### config.mk
export PLATFORM = sky130hd
export DESIGN_NAME = dds_chan_init
export DESIGN_NICKNAME = d
export VERILOG_FILES = /design/src/rtl/dds_init_pkg.sv /design/src/rtl/dds_init_rom.sv /design/src/rtl/dds_init_slot_timer.sv /design/src/rtl/dds_init_cal_timer.sv /design/src/rtl/dds_chan_init.sv
export SDC_FILE = /design/constraint.sdc
export NUM_CORES = 1
export LEC_CHECK = 0
export ABC_CLOCK_PERIOD_IN_PS = 6700
export BUFFER_PORTS_ARGS = -buffer_cell sky130_fd_sc_hd__buf_4
export CORE_ASPECT_RATIO = 0.75
export CORE_MARGIN = 2
export CORE_UTILIZATION = 62
export CTS_CLUSTER_DIAMETER = 50
export CTS_CLUSTER_SIZE = 14
export DETAILED_ROUTE_END_ITERATION = 8
export PLACE_DENSITY = 0.94
export SLEW_MARGIN = 10
export SYNTH_ARGS = -nofsm -noshare
export SYNTH_HDL_FRONTEND = slang
export SYNTH_HIERARCHICAL = 1
export SYNTH_SLANG_ARGS = --single-unit
### constraint.sdc
create_clock -name clk_i -period 6.7 [get_ports clk_i]
set_clock_uncertainty 0.15 [all_clocks]
set_input_delay 0.335 -clock clk_i [delete_from_list [all_inputs] [get_ports clk_i]]
set_output_delay 0.335 -clock clk_i [all_outputs]
set_load 0.01 [all_outputs]
### src/rtl/dds_init_pkg.sv
package dds_init_pkg;
  localparam int ADDR_W = 8;
  localparam int DATA_W = 16;
  localparam int DLY_W  = 6;
  localparam int STEP_W = 5;

  localparam logic [ADDR_W-1:0] A_SEL   = 8'h81;
  localparam logic [ADDR_W-1:0] A_UPD   = 8'h80;
  localparam logic [ADDR_W-1:0] A_CTL1H = 8'h03;
  localparam logic [ADDR_W-1:0] A_CTL2L = 8'h05;
  localparam logic [ADDR_W-1:0] A_CTL2H = 8'h07;
  localparam logic [ADDR_W-1:0] A_AMP   = 8'h33;
  localparam logic [ADDR_W-1:0] A_CTL4H = 8'h0F;
  localparam logic [ADDR_W-1:0] A_SYNC  = 8'h6D;

  localparam logic [DATA_W-1:0] SYNC_BASE = 16'h0840;

  typedef enum logic [1:0] {SRC_CONST, SRC_SEL, SRC_SYNC} dsrc_e;
  typedef enum logic [1:0] {ST_IDLE, ST_WRITE, ST_CAL, ST_FIN} state_e;

  typedef struct packed {
    dsrc_e             src;
    logic [ADDR_W-1:0] addr;
    logic [DATA_W-1:0] data;
    logic              cal_after;
    logic              last;
  } step_t;

  function automatic step_t mk(dsrc_e s, logic [ADDR_W-1:0] a, logic [DATA_W-1:0] d,
                               logic c, logic l);
    step_t r;
    r.src = s; r.addr = a; r.data = d; r.cal_after = c; r.last = l;
    return r;
  endfunction
endpackage

### src/rtl/dds_init_rom.sv
module dds_init_rom
  import dds_init_pkg::*;
(
  input  logic              sync_i,
  input  logic [STEP_W-1:0] idx_i,
  output step_t             step_o
);
  always_comb begin
    step_o = mk(SRC_CONST, A_UPD, 16'h0000, 1'b0, 1'b1);
    if (!sync_i) begin
      case (idx_i)
        5'd0: step_o = mk(SRC_SEL,   A_SEL,   16'h0000, 1'b0, 1'b0);
        5'd1: step_o = mk(SRC_CONST, A_CTL1H, 16'h0000, 1'b0, 1'b0);
        5'd2: step_o = mk(SRC_CONST, A_CTL2L, 16'h8900, 1'b0, 1'b0);
        5'd3: step_o = mk(SRC_CONST, A_CTL2H, 16'h0080, 1'b0, 1'b0);
        5'd4: step_o = mk(SRC_CONST, A_AMP,   16'h0FFF, 1'b0, 1'b0);
        5'd5: step_o = mk(SRC_CONST, A_CTL4H, 16'h0105, 1'b0, 1'b0);
        5'd6: step_o = mk(SRC_CONST, A_UPD,   16'h0000, 1'b1, 1'b0);
        5'd7: step_o = mk(SRC_CONST, A_CTL4H, 16'h0005, 1'b0, 1'b0);
        default: ;
      endcase
    end else begin
      case (idx_i)
        5'd0:  step_o = mk(SRC_SEL,   A_SEL,   16'h0000, 1'b0, 1'b0);
        5'd1:  step_o = mk(SRC_CONST, A_CTL4H, 16'h0105, 1'b0, 1'b0);
        5'd2:  step_o = mk(SRC_CONST, A_UPD,   16'h0000, 1'b1, 1'b0);
        5'd3:  step_o = mk(SRC_CONST, A_CTL4H, 16'h0005, 1'b0, 1'b0);
        5'd4:  step_o = mk(SRC_CONST, A_UPD,   16'h0000, 1'b0, 1'b0);
        5'd5:  step_o = mk(SRC_CONST, A_CTL2L, 16'h8B00, 1'b0, 1'b0);
        5'd6:  step_o = mk(SRC_CONST, A_UPD,   16'h0000, 1'b0, 1'b0);
        5'd7:  step_o = mk(SRC_SYNC,  A_SYNC,  16'h0000, 1'b0, 1'b0);
        5'd8:  step_o = mk(SRC_CONST, A_UPD,   16'h0000, 1'b0, 1'b0);
        5'd9:  step_o = mk(SRC_CONST, A_CTL4H, 16'h0105, 1'b0, 1'b0);
        5'd10: step_o = mk(SRC_CONST, A_UPD,   16'h0000, 1'b1, 1'b0);
        5'd11: step_o = mk(SRC_CONST, A_CTL4H, 16'h0005, 1'b0, 1'b0);
        5'd12: step_o = mk(SRC_CONST, A_UPD,   16'h0000, 1'b0, 1'b0);
        5'd13: step_o = mk(SRC_CONST, A_CTL1H, 16'h0000, 1'b0, 1'b0);
        5'd14: step_o = mk(SRC_CONST, A_CTL2H, 16'h0080, 1'b0, 1'b0);
        5'd15: step_o = mk(SRC_CONST, A_AMP,   16'h0FFF, 1'b0, 1'b0);
        default: ;
      endcase
    end
  end
endmodule

### src/rtl/dds_init_slot_timer.sv
module dds_init_slot_timer #(
  parameter  int unsigned SLOT_CYCLES = 5,
  localparam int          CW = (SLOT_CYCLES > 1) ? $clog2(SLOT_CYCLES) : 1
) (
  input  logic clk_i,
  input  logic rst_ni,
  input  logic run_i,
  output logic first_o,
  output logic last_o
);
  logic [CW-1:0] cnt_q;
  localparam logic [CW-1:0] CMAX = CW'(SLOT_CYCLES - 1);

  always_ff @(posedge clk_i or negedge rst_ni) begin
    if (!rst_ni)                  cnt_q <= '0;
    else if (!run_i || cnt_q == CMAX) cnt_q <= '0;
    else                          cnt_q <= cnt_q + 1'b1;
  end

  assign first_o = run_i && (cnt_q == '0);
  assign last_o  = run_i && (cnt_q == CMAX);
endmodule

### src/rtl/dds_init_cal_timer.sv
module dds_init_cal_timer #(
  parameter  int unsigned CAL_CYCLES = 147000,
  localparam int          CW = (CAL_CYCLES > 1) ? $clog2(CAL_CYCLES) : 1
) (
  input  logic clk_i,
  input  logic rst_ni,
  input  logic run_i,
  output logic last_o
);
  logic [CW-1:0] cnt_q;
  localparam logic [CW-1:0] CMAX = CW'(CAL_CYCLES - 1);

  always_ff @(posedge clk_i or negedge rst_ni) begin
    if (!rst_ni)                  cnt_q <= '0;
    else if (!run_i || cnt_q == CMAX) cnt_q <= '0;
    else                          cnt_q <= cnt_q + 1'b1;
  end

  assign last_o = run_i && (cnt_q == CMAX);
endmodule

### src/rtl/dds_chan_init.sv
module dds_chan_init
  import dds_init_pkg::*;
#(
  parameter  int unsigned NUM_CH      = 3,
  parameter  int unsigned SLOT_CYCLES = 5,
  parameter  int unsigned CAL_CYCLES  = 147000,
  localparam int          CH_W        = (NUM_CH > 1) ? $clog2(NUM_CH) : 1
) (
  input  logic              clk_i,
  input  logic              rst_ni,
  input  logic              start_i,
  input  logic [CH_W-1:0]   chan_i,
  input  logic              sync_mode_i,
  input  logic [DLY_W-1:0]  sync_dly_i,
  output logic [ADDR_W-1:0] addr_o,
  output logic [DATA_W-1:0] data_o,
  output logic              wr_o,
  output logic              done_o
);
  state_e            state_q;
  logic [STEP_W-1:0] step_q;
  logic [CH_W-1:0]   ch_q;
  logic              sync_q;
  logic [DLY_W-1:0]  dly_q;
  step_t             step;
  logic              slot_first, slot_last, cal_last;
  logic [DATA_W-1:0] sel_data, step_data;

  dds_init_rom u_rom (
    .sync_i (sync_q),
    .idx_i  (step_q),
    .step_o (step)
  );

  dds_init_slot_timer #(.SLOT_CYCLES(SLOT_CYCLES)) u_slot (
    .clk_i   (clk_i),
    .rst_ni  (rst_ni),
    .run_i   (state_q == ST_WRITE),
    .first_o (slot_first),
    .last_o  (slot_last)
  );

  dds_init_cal_timer #(.CAL_CYCLES(CAL_CYCLES)) u_cal (
    .clk_i  (clk_i),
    .rst_ni (rst_ni),
    .run_i  (state_q == ST_CAL),
    .last_o (cal_last)
  );

  always_ff @(posedge clk_i or negedge rst_ni) begin
    if (!rst_ni) begin
      state_q <= ST_IDLE;
      step_q  <= '0;
      ch_q    <= '0;
      sync_q  <= 1'b0;
      dly_q   <= '0;
    end else begin
      case (state_q)
        ST_IDLE: if (start_i) begin
          ch_q    <= chan_i;
          sync_q  <= sync_mode_i;
          dly_q   <= sync_dly_i;
          step_q  <= '0;
          state_q <= ST_WRITE;
        end
        ST_WRITE: if (slot_last) begin
          if (step.last) state_q <= ST_FIN;
          else begin
            step_q <= step_q + 1'b1;
            if (step.cal_after) state_q <= ST_CAL;
          end
        end
        ST_CAL:  if (cal_last) state_q <= ST_WRITE;
        default: state_q <= ST_IDLE;
      endcase
    end
  end

  // one-hot select starts at bit 1; out-of-range channel selects none
  always_comb begin
    sel_data = '0;
    if (32'(ch_q) < NUM_CH) sel_data = DATA_W'(1) << (32'(ch_q) + 1);
  end

  always_comb begin
    case (step.src)
      SRC_SEL:  step_data = sel_data;
      SRC_SYNC: step_data = SYNC_BASE | DATA_W'(dly_q);
      default:  step_data = step.data;
    endcase
  end

  assign addr_o = (state_q == ST_WRITE) ? step.addr : '0;
  assign data_o = (state_q == ST_WRITE) ? step_data : '0;
  assign wr_o   = slot_first;
  assign done_o = (state_q == ST_FIN);
endmodule

# Word level (Yosys, flattened, before mapping)
# Cells that the tools add are included.
# word_totals
reg_bits,37
in_bits,12
out_inout_bits,26
elab_cells,77
# classes
add_sub_neg,4
order_cmp,1
n_eq_ne,27
shift,1
n_mux,19
reduce_logical,18
# ops
operator,count
28-bit one-hot mux with 10 select lines,1
27-bit one-hot mux with 8 select lines,1
"5-bit by 4-bit == test with 1-bit output, second input constant",8
16-bit two-way mux,2
16-bit one-hot mux with 2 select lines,1
28-bit two-way mux,1
"5-bit by 3-bit == test with 1-bit output, second input constant",4
"18-bit by 1-bit adder with 18-bit output, second input constant",1
"18-bit == test, second input constant",1
18-bit two-way mux,1
"1-bit by 3-bit left shift with 16-bit output, first input constant",1
5-bit two-way mux,3
"5-bit by 2-bit == test with 1-bit output, second input constant",2
2-bit two-way mux,5
5-bit one-hot mux with 2 select lines,1
8-bit two-way mux,1
"2-bit inequality test, second input constant",4
4-bit AND reduction,2
"2-bit == test, second input constant",3
2-bit one-hot mux with 3 select lines,1
2-bit OR reduction,3
"5-bit by 1-bit adder with 5-bit output, second input constant",1
"5-bit by 1-bit == test with 1-bit output, second input constant",1
5-bit logical NOT,1
15 further kinds,20

# Depth between registers and ports, before layout
# Gate-level depths: netlist of run 1.
# logic_depth
ltp_word,8
depth_mapped,10

# Hierarchy
# Netlist of run 1, hierarchy kept.
# modules_own_cells
module,instances,cells_each,area_each_um2
dds_chan_init,1,107,1067.3
dds_init_cal_timer,1,95,908.4
dds_init_rom,1,87,583.1
dds_init_slot_timer,1,16,165.2

# Least setup slack after synthesis of run 1
# No wires, ideal clock.
# synth_timing
path_kind,reg-to-output
start,reg step_q[4]
end,out data_o[3]
arrival_ns,2.069
required_time_ns,6.215
slack_ns,4.146
path_stages_with_launch,9
path_cell_list,dfrtp_1 -> buf_2 -> or2_2 -> nor3_1 -> buf_4 -> ha_1 -> clkbuf_1 -> nor2b_1 -> nor3_1
# synth_rtl
item,line_no,rtl
"start, declared",dds_chan_init.sv:21,logic [STEP_W-1:0] step_q;
"start signal, assigned",dds_chan_init.sv:69,step_q <= step_q + 1'b1;
"end, declared",dds_chan_init.sv:16,"output logic [DATA_W-1:0] data_o,"

# Final worst setup path of run 1
# layout_timing
start,reg step_q[2]
end,out data_o[2]
# layout_via
elab_chain_len,7
# layout_rtl
item,line_no,rtl
"5-bit by 3-bit == test with 1-bit output, or another cell as far along","dds_init_rom.sv:11, dds_init_rom.sv:23",
4-bit OR reduction (no line) / 2-bit OR reduction (equally long branches),--,
28-bit one-hot mux with 10 select lines,dds_init_rom.sv:23,case (idx_i)
28-bit two-way mux *,dds_init_rom.sv:10,if (!sync_i) begin
2-bit == test / 2-bit by 1-bit == test with 1-bit output (equally long branches),dds_chan_init.sv:86,case (step.src)
16-bit one-hot mux with 2 select lines *,dds_chan_init.sv:86,
16-bit two-way mux *,dds_chan_init.sv:94,assign data_o = (state_q == ST_WRITE) ? step_data : '0;
# Every way passes the cells marked *; elsewhere a longest branch is shown, timed or not.

==> results of run 1 <==
## power by group
part | internal (mW) | switching [mW] | leakage (nW)
Clock | 0.0737 | 0.0855 | 0.0445
Sequential | 0.267 | 0.0691 | 0.481
Combinational | 0.0914 | 0.116 | 0.708
## how the worst max path moves through the flow
stage          depth (start not counted)   endpoint
2_1_floorplan                          8  data_o[3]
3_3_place_gp                           6  data_o[1]
3_5_place_dp                           6  data_o[4]
4_1_cts                                6  data_o[2]
5_1_grt                                6  data_o[2]
6_report                               6  data_o[2]
## final cells by class
cell class / count / area, um2
multi-input combinational: 227 / 1540
fill: 303 / 1180
sequential: 37 / 926
timing repair buffer: 35 / 265
clock buffer: 5 / 68.8
tap: 55 / 68.8
inverter: 14 / 52.6
clock inverter: 3 / 21.3
## synthesized netlist by cell type (7+ instances only)
cell      n
nand2_1  16
xnor2_1  10
buf_2     7
mux2i_1   9
nor3_1   11
and2_1    9
nor2_1   31
nand3_1  10
inv_1    13
dfrtp_1  37
nor2b_1   9
ha_1      7
mux2_1    8
and3_1   12
a21oi_1  11
nor4_1    7
buf_4    13
o21ai_0  10
## routing by layer
metal	up-vias	wire length, um	GRT usage, %
li1	1087	-	-
met1	1073	2690	36.8
met2	111	2530	36.9
met3	9	470	6.01
met4	0	53	7.02
met5	-	0	0
## metrics by stage
step / util, % / hold slack [ns]
2_1_floorplan: - / -0.111
3_3_place_gp: 68.9 / 0.163
3_5_place_dp: 68.9 / 0.169
4_1_cts: 71.3 / 0.102
5_1_grt: 71.3 / 0.0959
6_report: 71.3 / 0.0994
## critical path, delay by kind of cell, from the launching register on
kind	cells	cell delay, ns
buffers and inverters	2	0.36
adder cells (fa/ha/maj)	1	0.51
AND/OR/NAND/NOR	3	0.86
flip-flops	1	0.80
## cells by family after synthesis
| group | count (synthesis) | synth area share, % |
|---|---|---|
| xor gates and xnor gates | 15 | 4.82 |
| and+or+nand+nor | 139 | 29.5 |
| AOI/OAI and AO/OA | 46 | 12.0 |
| muxes | 17 | 6.61 |
| other | 1 | 0.138 |
| DFF | 37 | 34.0 |
| buffers and inverters | 43 | 9.69 |
| adders and majority gates | 7 | 3.22 |
## registers in the layout, summed over array words and instances (netlist names)
signal and cells:
dly_q 6, ch_q 2, step_q 5, u_cal/cnt_q 18, state_q 2, sync_q 1
u_slot/cnt_q 3
==> reports/metrics.csv, run 1 <==
stage,metric,value,unit
run_status,status,finished clean,
synthesis,Post-synth EDFFs,0,
worst_setup_path,Crit Path Max Fanout,22,
final_layout,most frequent cells in the layout,"dfrtp_1, buf_4, nor2_1",
worst_setup_path,Worst setup SP type,flip-flop,
place,IO Port Bufs,34,
sta,minimum clock period,3.31,ns
worst_setup_path,Critical Path AT,2.83,ns
clocking,Root Buffer,clkbuf_8,
clocking,Num CTS Buffers,5,
power_and_ir_drop,pwr/cell area,239,mW/mm2
sta,crit share post-route,49.5,%
worst_setup_path,CP max stage cell,dfrtp_1,
synthesis,Yosys cell types,54,
routing,Total Routed Length,5740,um
final_layout,Finished Layout Cells,376,
worst_setup_path,Worst Reg-to-Reg Cells,6,
synthesis,Mapped Cells,305,
worst_setup_path,Critical R2R Capture,step_q[1],
final_layout,n_diodes,0,
clocking,CTS tree,yes,
power_and_ir_drop,leakage power total,1.23,nW
final_layout,NumNets Final,339,
sta,Max-slew headroom,43.1,%
place,gpl congestion,0.901,
sta,Finish-stage setup viols,0,
routing,number of remaining DRC errors,0,
worst_setup_path,"Top cell by count, worst path",nor3_1,
die,core area,0.00413,mm2
synthesis,syn avg cell area,8.93,um2
sta,RSZ-0062 raised after global routing,no,
global_routing,grt ovf,0,
power_and_ir_drop,Final Power,703,uW
synthesis,ys flop type,dfrtp_1,
final_layout,"commonest non-fill, non-tap cell in the layout",dfrtp_1,
routing,Via density,6.06,
worst_setup_path,Reg2Reg Setup Slack,4.27,ns
sta,max-slew violations,0,
global_routing,first-pass GRT wire length,9470,um
routing,TritonRoute pass-1 iters,5,
synthesis,Syn Std Cell Area,0.00272,mm2
place,HPWL after detailed placement,4020,um
routing,via count,2280,
routing,post-route ant nets,0,
worst_setup_path,"Req. time, crit path",6.21,ns
sta,worst setup margin,3.39,ns
global_routing,pin count of the biggest net entering global routing,38,
die,Die Y,61.4,um
worst_setup_path,Critical Path End Type,primary output,
sta,Max Fclk,302,MHz
clocking,CTS sink count,37,
synthesis,area share of the largest cell type after synthesis,34.0,%
clocking,clock-pin slew of the registers on the worst-case setup and hold paths,0.08,ns
global_routing,vias in the first global route,2031,
min_path,hold depth,2,
sta,Slew @ Worst Pin,0.851,ns
synthesis,"Seq/Total Area, Yosys",34.0,%
synthesis,Yosys Warn Count,6,
synthesis,"Async S/R FF share, synth",100,%
clocking,Longest Clk Path Bufs,2,
place,Placed Cells incl. Taps,367,
final_layout,layout cells sized above 1,19.0,%
routing,wire per inst,15.3,um
min_path,HP Start,chan_i[0],
worst_setup_path,Critical path origin,step_q[2],
final_layout,layout overhead on the synthesized area,8.08,%
die,Initial Util,66.0,%
final_layout,final instance area,0.00294,mm2
sta,final count of hold timing violations,0,
die,die area,0.00494,mm2
die,Row Count,20,
clocking,CTS hold repair buffers,1,
place,worst slack at placement,3.78,ns
job,maxcap violations,0,
routing,Initial DRC Count,199,
min_path,Worst Hold Class,primary input to flip-flop,
synthesis,Yosys reg bits,37,
sta,setup TNS,0,ns
worst_setup_path,CP max stage delay,0.80,ns
worst_setup_path,crit path cell chain,inv_1 -> nor3_1 -> ha_1 -> nor2b_1 -> nor3_1 -> buf_4,
clocking,Post-CTS Setup Bufs,0,
worst_setup_path,Critical R2R Launch,state_q[1],
power_and_ir_drop,Peak VDD IR,248,uV
clocking,H-tree depth,2,
die,# IOs,38,
global_routing,initial antenna violation count,0,
worst_setup_path,Crit Path Category,flip-flop to primary output,
place,placed cell area,0.00284,mm2
synthesis,Yosys top cell by area,dfrtp_1,
min_path,hold endpoint,ch_q[0],
die,Die Wd,80.5,um
global_routing,all-layer global routing usage,24.9,%
clocking,post-CTS sizing,0,
clocking,clock insertion delay at the later pin of the skew report,0.30,ns
synthesis,"top cells by area, synth","dfrtp_1, nor2_1, buf_4",
(Power assumes the default switching activity.)
==> inputs of run 2 (changes only) <==
--- a/config.mk
+++ b/config.mk
@@ -5,15 +5,15 @@
 export SDC_FILE = /design/constraint.sdc
 export NUM_CORES = 1
 export LEC_CHECK = 0
-export ABC_CLOCK_PERIOD_IN_PS = 6700
+export ABC_CLOCK_PERIOD_IN_PS = 2720
 export BUFFER_PORTS_ARGS = -buffer_cell sky130_fd_sc_hd__buf_4
 export CORE_ASPECT_RATIO = 0.75
 export CORE_MARGIN = 2
-export CORE_UTILIZATION = 62
+export CORE_UTILIZATION = 52
 export CTS_CLUSTER_DIAMETER = 50
 export CTS_CLUSTER_SIZE = 14
 export DETAILED_ROUTE_END_ITERATION = 8
-export PLACE_DENSITY = 0.94
+export PLACE_DENSITY = 0.85
 export SLEW_MARGIN = 10
 export SYNTH_ARGS = -nofsm -noshare
 export SYNTH_HDL_FRONTEND = slang
==> constraint.sdc (replaced) <==
create_clock -name clk_i -period 2.72 [get_ports clk_i]
set_clock_uncertainty 0.15 [all_clocks]
set_input_delay 0.136 -clock clk_i [delete_from_list [all_inputs] [get_ports clk_i]]
set_output_delay 0.136 -clock clk_i [all_outputs]
set_load 0.01 [all_outputs]
==> run 2 against run 1 <==
Combinational power grew to 3.2 times the previous value. First-iteration DRC count increased by 11%. Final cell count rose by 9.0%. Sequential cell count unchanged. Largest power group unchanged. Total power grew to 2.6 times the previous value. Routed wire length rose by 5.9%. Hold slack worse by 0.051 ns.
==> reports/metrics.csv, run 2 (synthesized netlist as in run 1, its figures left out) <==
stage,metric,value,unit,change
routing,Total Routed Length,6080,um,+5.9%
global_routing,all-layer global routing usage,21.9,%,-3.0 points
worst_setup_path,crit path cell chain,or2_2 -> nor3_4 -> inv_1 -> ha_1 -> nor2b_1 -> a221oi_1 -> nor3_1 -> buf_4,,
clocking,clock insertion delay at the later pin of the skew report,0.29,ns,about the same
sta,minimum clock period,2.60,ns,
final_layout,"commonest non-fill, non-tap cell in the layout",buf_4,,
die,Die Y,66.7,um,+8.6%
run_status,status,finished clean,,
place,HPWL after detailed placement,4200,um,+4.4%
sta,Finish-stage setup viols,0,,unchanged
die,core area,0.00498,mm2,+21%
clocking,Post-CTS Setup Bufs,0,,unchanged
routing,TritonRoute pass-1 iters,5,,unchanged
global_routing,vias in the first global route,2074,,+2.1%
final_layout,largest reg by FF count,u_cal/cnt_q,,
clocking,Root Buffer,clkbuf_8,,
worst_setup_path,Worst setup SP type,flip-flop,,
final_layout,Multi-input gate area,0.00157,mm2,+1.8%
clocking,CTS tree,yes,,
final_layout,layout overhead on the synthesized area,15.6,%,
power_and_ir_drop,leakage power total,1.33,nW,+7.9%
sta,RSZ-0062 raised after global routing,no,,
final_layout,NumNets Final,357,,+5.3%
worst_setup_path,Crit Path Max Fanout,8,,-64%
sta,final count of hold timing violations,0,,unchanged
routing,via count,2348,,+3.0%
routing,number of remaining DRC errors,0,,unchanged
power_and_ir_drop,Peak VDD IR,588,uV,+140%
die,Initial Util,54.7,%,-11 points
final_layout,final instance area,0.00315,mm2,+6.9%
sta,worst setup margin,0.125,ns,-3.26 ns
routing,wire per inst,14.8,um,-2.8%
worst_setup_path,Critical Path AT,2.31,ns,-0.52 ns
place,worst slack at placement,0.309,ns,-3.47 ns
die,die area,0.00584,mm2,+18%
die,Die Wd,87.6,um,+8.7%
sta,max-slew violations,0,,unchanged
min_path,Worst Hold Class,primary input to flip-flop,,
final_layout,layout cells sized above 1,21.3,%,+2.3 points
global_routing,first-pass GRT wire length,9950,um,+5.0%
worst_setup_path,Reg2Reg Setup Slack,0.60,ns,-3.67 ns
place,gpl congestion,0.906,,+0.59%
sta,crit share post-route,95.4,%,
min_path,hold endpoint,state_q[0],,
clocking,Num CTS Buffers,5,,unchanged
final_layout,most frequent cells in the layout,"buf_4, dfrtp_1, nor2_1",,
place,placed cell area,0.00293,mm2,+3.1%
clocking,CTS sink count,37,,unchanged
worst_setup_path,CP max stage cell,dfrtp_1,,
worst_setup_path,Worst Reg-to-Reg Cells,6,,unchanged
routing,Initial DRC Count,221,,+11%
worst_setup_path,Critical R2R Launch,state_q[1],,
global_routing,initial antenna violation count,0,,unchanged
min_path,hold depth,4,,+2
die,Row Count,22,,+10%
job,maxcap violations,0,,unchanged
final_layout,max reg flops,18,,unchanged
clocking,clock-pin slew of the registers on the worst-case setup and hold paths,0.07,ns,about the same
sta,Max Fclk,385,MHz,
worst_setup_path,Critical Path End Type,primary output,,
final_layout,final core utilization,63.2,%,-8.1 points
final_layout,n_diodes,0,,unchanged
final_layout,Top Registers,"u_cal/cnt_q x18, dly_q x6, step_q x5",,
sta,setup TNS,0,ns,unchanged
global_routing,pin count of the biggest net entering global routing,38,,unchanged
min_path,HP Start,start_i,,
worst_setup_path,Crit Path Category,flip-flop to primary output,,
clocking,H-tree depth,2,,unchanged
final_layout,register area,927,um2,+0.14%
worst_setup_path,Critical R2R Capture,step_q[2],,
place,IO Port Bufs,34,,unchanged
routing,post-route ant nets,0,,unchanged
worst_setup_path,CP max stage delay,0.47,ns,-0.33 ns
global_routing,grt ovf,0,,unchanged
final_layout,Fillers,404,,+33%
routing,Via density,5.73,,-5.6%
clocking,Longest Clk Path Bufs,2,,unchanged
die,# IOs,38,,unchanged
power_and_ir_drop,pwr/cell area,575,mW/mm2,+140%
worst_setup_path,"Req. time, crit path",2.43,ns,-3.78 ns
-- run 2: power by group --
group          switching, mW  total [mW]  internal, mW
Sequential            0.0939       0.754         0.660
Clock                  0.190       0.391         0.201
Combinational          0.392       0.665         0.273
Total                  0.677        1.81          1.13
-- run 2: layout make-up --
class / count / share of cell area (%)
inverters: 14 / 1.67
repair buffers: 53 / 13.4
flip-flops and latches: 37 / 29.5
clock buffers: 7 / 2.74
multi-input cells: 227 / 49.8
well taps: 72 / 2.86
-- run 2: worst max-delay path by stage --
stage	startpoint	to	slack, ns
floorplan	step_q[4]	data_o[3]	0.36
global placement	step_q[4]	data_o[3]	0.41
detailed placement	step_q[4]	data_o[6]	0.31
CTS	step_q[3]	data_o[6]	0.02
global route	step_q[3]	data_o[6]	0.01
finish	step_q[4]	data_o[3]	0.12
-- run 2: what timing repair did --
item / 4_1_cts / 5_1_grt
endpoints found under the hold margin: 46 / 0
setup endpoints to repair: 3 / 9
gates resized for setup: 1 / 5
hold buffers: 10 / 0
cloned: 0 / 0
-- run 2: worst max-delay path, delay by kind of cell, from the launching register on --
kind / cells / cell delay (ns)
flip-flops: 1 / 0.47
AO/OA/AOI/OAI: 1 / 0.26
adder cells (fa/ha/maj): 1 / 0.20
AND/OR/NAND/NOR: 4 / 0.86
buffers and inverters: 2 / 0.24
-- run 2: layer usage --
layer | global-route usage, % | share of wire [%] | vias up
met5 | 0 | 0 | -
met3 | 3.59 | 5.0 | 8
li1 | - | - | 1126
met4 | 8.08 | 1.6 | 0
met2 | 32.7 | 46 | 81
met1 | 32.0 | 47 | 1133
-- run 2: per-stage QoR --
| stage | hold slack (ns) | power (mW) | instances |
|---|---|---|---|
| after global placement | -0.0328 | 1.37 | 393 |
| final | 0.0489 | 1.81 | 410 |
| after global routing | 0.0666 | 1.91 | 410 |
| after detailed placement | -0.0289 | 1.40 | 393 |
| after floorplan | -0.310 | 1.24 | 307 |
| after CTS | 0.0437 | 1.80 | 410 |
==> inputs of run 3 (changes only) <==
--- a/config.mk
+++ b/config.mk
@@ -14,6 +14,7 @@
 export CTS_CLUSTER_SIZE = 14
 export DETAILED_ROUTE_END_ITERATION = 8
 export PLACE_DENSITY = 0.85
+export REMOVE_ABC_BUFFERS = 1
 export SLEW_MARGIN = 10
 export SYNTH_ARGS = -nofsm -noshare
 export SYNTH_HDL_FRONTEND = slang
==> run 3 against run 2 <==
Global-route usage down 0.11 points. Largest cell class unchanged. Fmax up 0.71%. Critical path depth up 1. Via count down 3.2%. Cell area about the same. Clock-buffer cell count down 2. Routed wire length down 1.5%. Sequential share of layout area about the same. Combinational power down 0.6%. First-iteration DRC count down 18%. Highest routed layer unchanged. Non-clock buffer count up 1. Clock power up 1%.
==> reports/metrics.csv, run 3 (synthesized netlist as in run 1, its figures left out) <==
stage,metric,value,unit,change
sta,RSZ-0062 raised after global routing,no,,
worst_setup_path,CP max stage cell,dfrtp_1,,
global_routing,pin count of the biggest net entering global routing,38,,unchanged
worst_setup_path,Critical R2R Launch,state_q[1],,
die,Initial Util,54.7,%,unchanged
sta,Finish-stage setup viols,0,,unchanged
global_routing,GR peak layer,met2,,
final_layout,Top Registers,"u_cal/cnt_q x18, dly_q x6, step_q x5",,
worst_setup_path,"Req. time, crit path",2.43,ns,about the same
min_path,Worst Hold Class,primary input to flip-flop,,
final_layout,most frequent cells in the layout,"buf_4, dfrtp_1, nor2_1",,
clocking,Num CTS Buffers,5,,unchanged
die,core area,0.00498,mm2,unchanged
die,Die Y,66.7,um,unchanged
final_layout,Fillers,402,,-0.50%
sta,max-slew violations,0,,unchanged
clocking,Root Buffer,clkbuf_8,,
clocking,Post-CTS Setup Bufs,0,,unchanged
job,maxcap violations,0,,unchanged
sta,final count of hold timing violations,0,,unchanged
routing,Initial DRC Count,182,,-18%
global_routing,vias in the first global route,2130,,+2.7%
sta,setup TNS,0,ns,unchanged
run_status,status,finished clean,,
final_layout,"commonest non-fill, non-tap cell in the layout",buf_4,,
routing,number of remaining DRC errors,0,,unchanged
final_layout,layout cells sized above 1,21.8,%,+0.46 points
clocking,clock insertion delay at the later pin of the skew report,0.29,ns,about the same
clocking,H-tree depth,2,,unchanged
die,Die Wd,87.6,um,unchanged
worst_setup_path,"CP delay by family, top",simple AND/OR/NAND/NOR gates,,
final_layout,final instance area,0.00315,mm2,about the same
global_routing,grt ovf,0,,unchanged
sta,Slew @ Worst Pin,0.561,ns,
worst_setup_path,Worst setup SP type,flip-flop,,
worst_setup_path,crit path cell chain,or2_2 -> nor3_2 -> buf_4 -> inv_1 -> ha_1 -> nor2b_1 -> a221oi_2 -> nor3_1 -> buf_4,,
place,Placed Cells incl. Taps,394,,+0.25%
routing,post-route ant nets,0,,unchanged
sta,minimum clock period,2.58,ns,-0.0184 ns
global_routing,first-pass GRT wire length,9890,um,-0.62%
global_routing,all-layer global routing usage,21.8,%,-0.11 points
die,# IOs,38,,unchanged
final_layout,max reg flops,18,,unchanged
routing,TritonRoute pass-1 iters,4,,-1
sta,crit share post-route,94.7,%,-0.68 points
worst_setup_path,Crit Path Category,flip-flop to primary output,,
final_layout,NumNets Final,358,,+0.28%
place,HPWL after detailed placement,4200,um,about the same
final_layout,largest reg by FF count,u_cal/cnt_q,,
power_and_ir_drop,Peak VDD IR,345,uV,-41%
power_and_ir_drop,leakage power total,1.33,nW,-0.14%
final_layout,Multi-input gate area,0.00156,mm2,-0.88%
sta,Max Fclk,388,MHz,+0.71%
worst_setup_path,"Top cell by count, worst path",buf_4,,
clocking,Longest Clk Path Bufs,2,,unchanged
worst_setup_path,CP max stage delay,0.44,ns,-0.03 ns
worst_setup_path,Crit Path Max Fanout,7,,-1
routing,Via density,5.52,,-3.6%
routing,wire per inst,14.5,um,-1.9%
final_layout,register area,926,um2,-0.13%
global_routing,initial antenna violation count,0,,unchanged
clocking,CTS tree,yes,,
die,die area,0.00584,mm2,unchanged
final_layout,Finished Layout Cells,412,,+0.49%
global_routing,GR Util met3,5.58,%,+2.0 points
final_layout,n_diodes,0,,unchanged
routing,via count,2274,,-3.2%
worst_setup_path,Critical path origin,step_q[4],,
clocking,CTS sink count,37,,unchanged
place,gpl congestion,0.949,,+4.8%
sta,Max-slew headroom,62.6,%,
sta,final hold slack,0.0872,ns,+0.0383 ns
clocking,clock-pin slew of the registers on the worst-case setup and hold paths,0.08,ns,about the same
min_path,HP Start,start_i,,
final_layout,layout overhead on the synthesized area,15.5,%,about the same
place,placed cell area,0.00294,mm2,+0.26%
global_routing,met1 usage,30.3,%,-1.6 points
sta,worst setup margin,0.143,ns,+0.0184 ns
power_and_ir_drop,pwr/cell area,574,mW/mm2,-0.15%
place,worst slack at placement,0.331,ns,+0.0219 ns
worst_setup_path,WP buf/inv,3,,+1
worst_setup_path,Critical Path AT,2.29,ns,-0.02 ns
global_routing,Global Route met2 Usage,33.8,%,+1.1 points
worst_setup_path,Critical Path End Type,primary output,,
place,IO Port Bufs,34,,unchanged
routing,Total Routed Length,5990,um,-1.5%
die,Row Count,22,,unchanged
-- run 3: repair_timing --
action / in CTS / in global routing
endpoints found under the setup margin: 2 / 4
hold buffers: 10 / 0
resized for setup: 1 / 2
hold endpoints to repair: 46 / 0
-- run 3: worst paths after layout --
check                                  end  slack [ns]  cells after the start
setup / recovery                 data_o[3]        0.14                      9
hold / removal                  state_q[0]        0.09                      4
setup reg to reg                 step_q[2]        0.66                      6
hold reg to reg             u_cal/cnt_q[0]        0.31                      1
max in group asynchronous  u_slot/cnt_q[1]        1.91                      2
min in group asynchronous  u_cal/cnt_q[10]        0.18                      2
-- run 3: metrics by stage --
| step | power [mW] | util, % |
|---|---|---|
| final | 1.81 | 63.1 |
| after global routing | 1.93 | 63.1 |
| after CTS | 1.81 | 62.9 |
| after detailed placement | 1.40 | 59.0 |
| after global placement | 1.37 | 59.0 |
| after floorplan | 1.16 | - |
-- run 3: cell type report --
class                      count  area share (%)
sequential                    37            29.4
clock inverter                 3           0.716
tap                           72            2.86
timing repair buffer          54            13.7
inverter                      14            1.67
multi-input combinational    227            49.4
clock buffer                   5            2.19
-- run 3: power by group --
| group | switching (mW) | internal [mW] | leakage [nW] |
|---|---|---|---|
| clock network | 0.214 | 0.182 | 0.0481 |
| registers | 0.0905 | 0.659 | 0.481 |
| logic | 0.388 | 0.273 | 0.800 |
-- run 3: per-layer routing --
metal	vias up	share of wire (%)	routed length, um
li1	1127	-	-
met3	9	6.2	372
met1	1071	46	2770
met4	0	1.1	68
met5	-	0	0
met2	67	46	2780
-- run 3: worst min-delay path: stages --
cell	delay (ns)
buf_4	0.09
mux2i_1	0.06
nor2_1	0.10
a21o_1	0.11
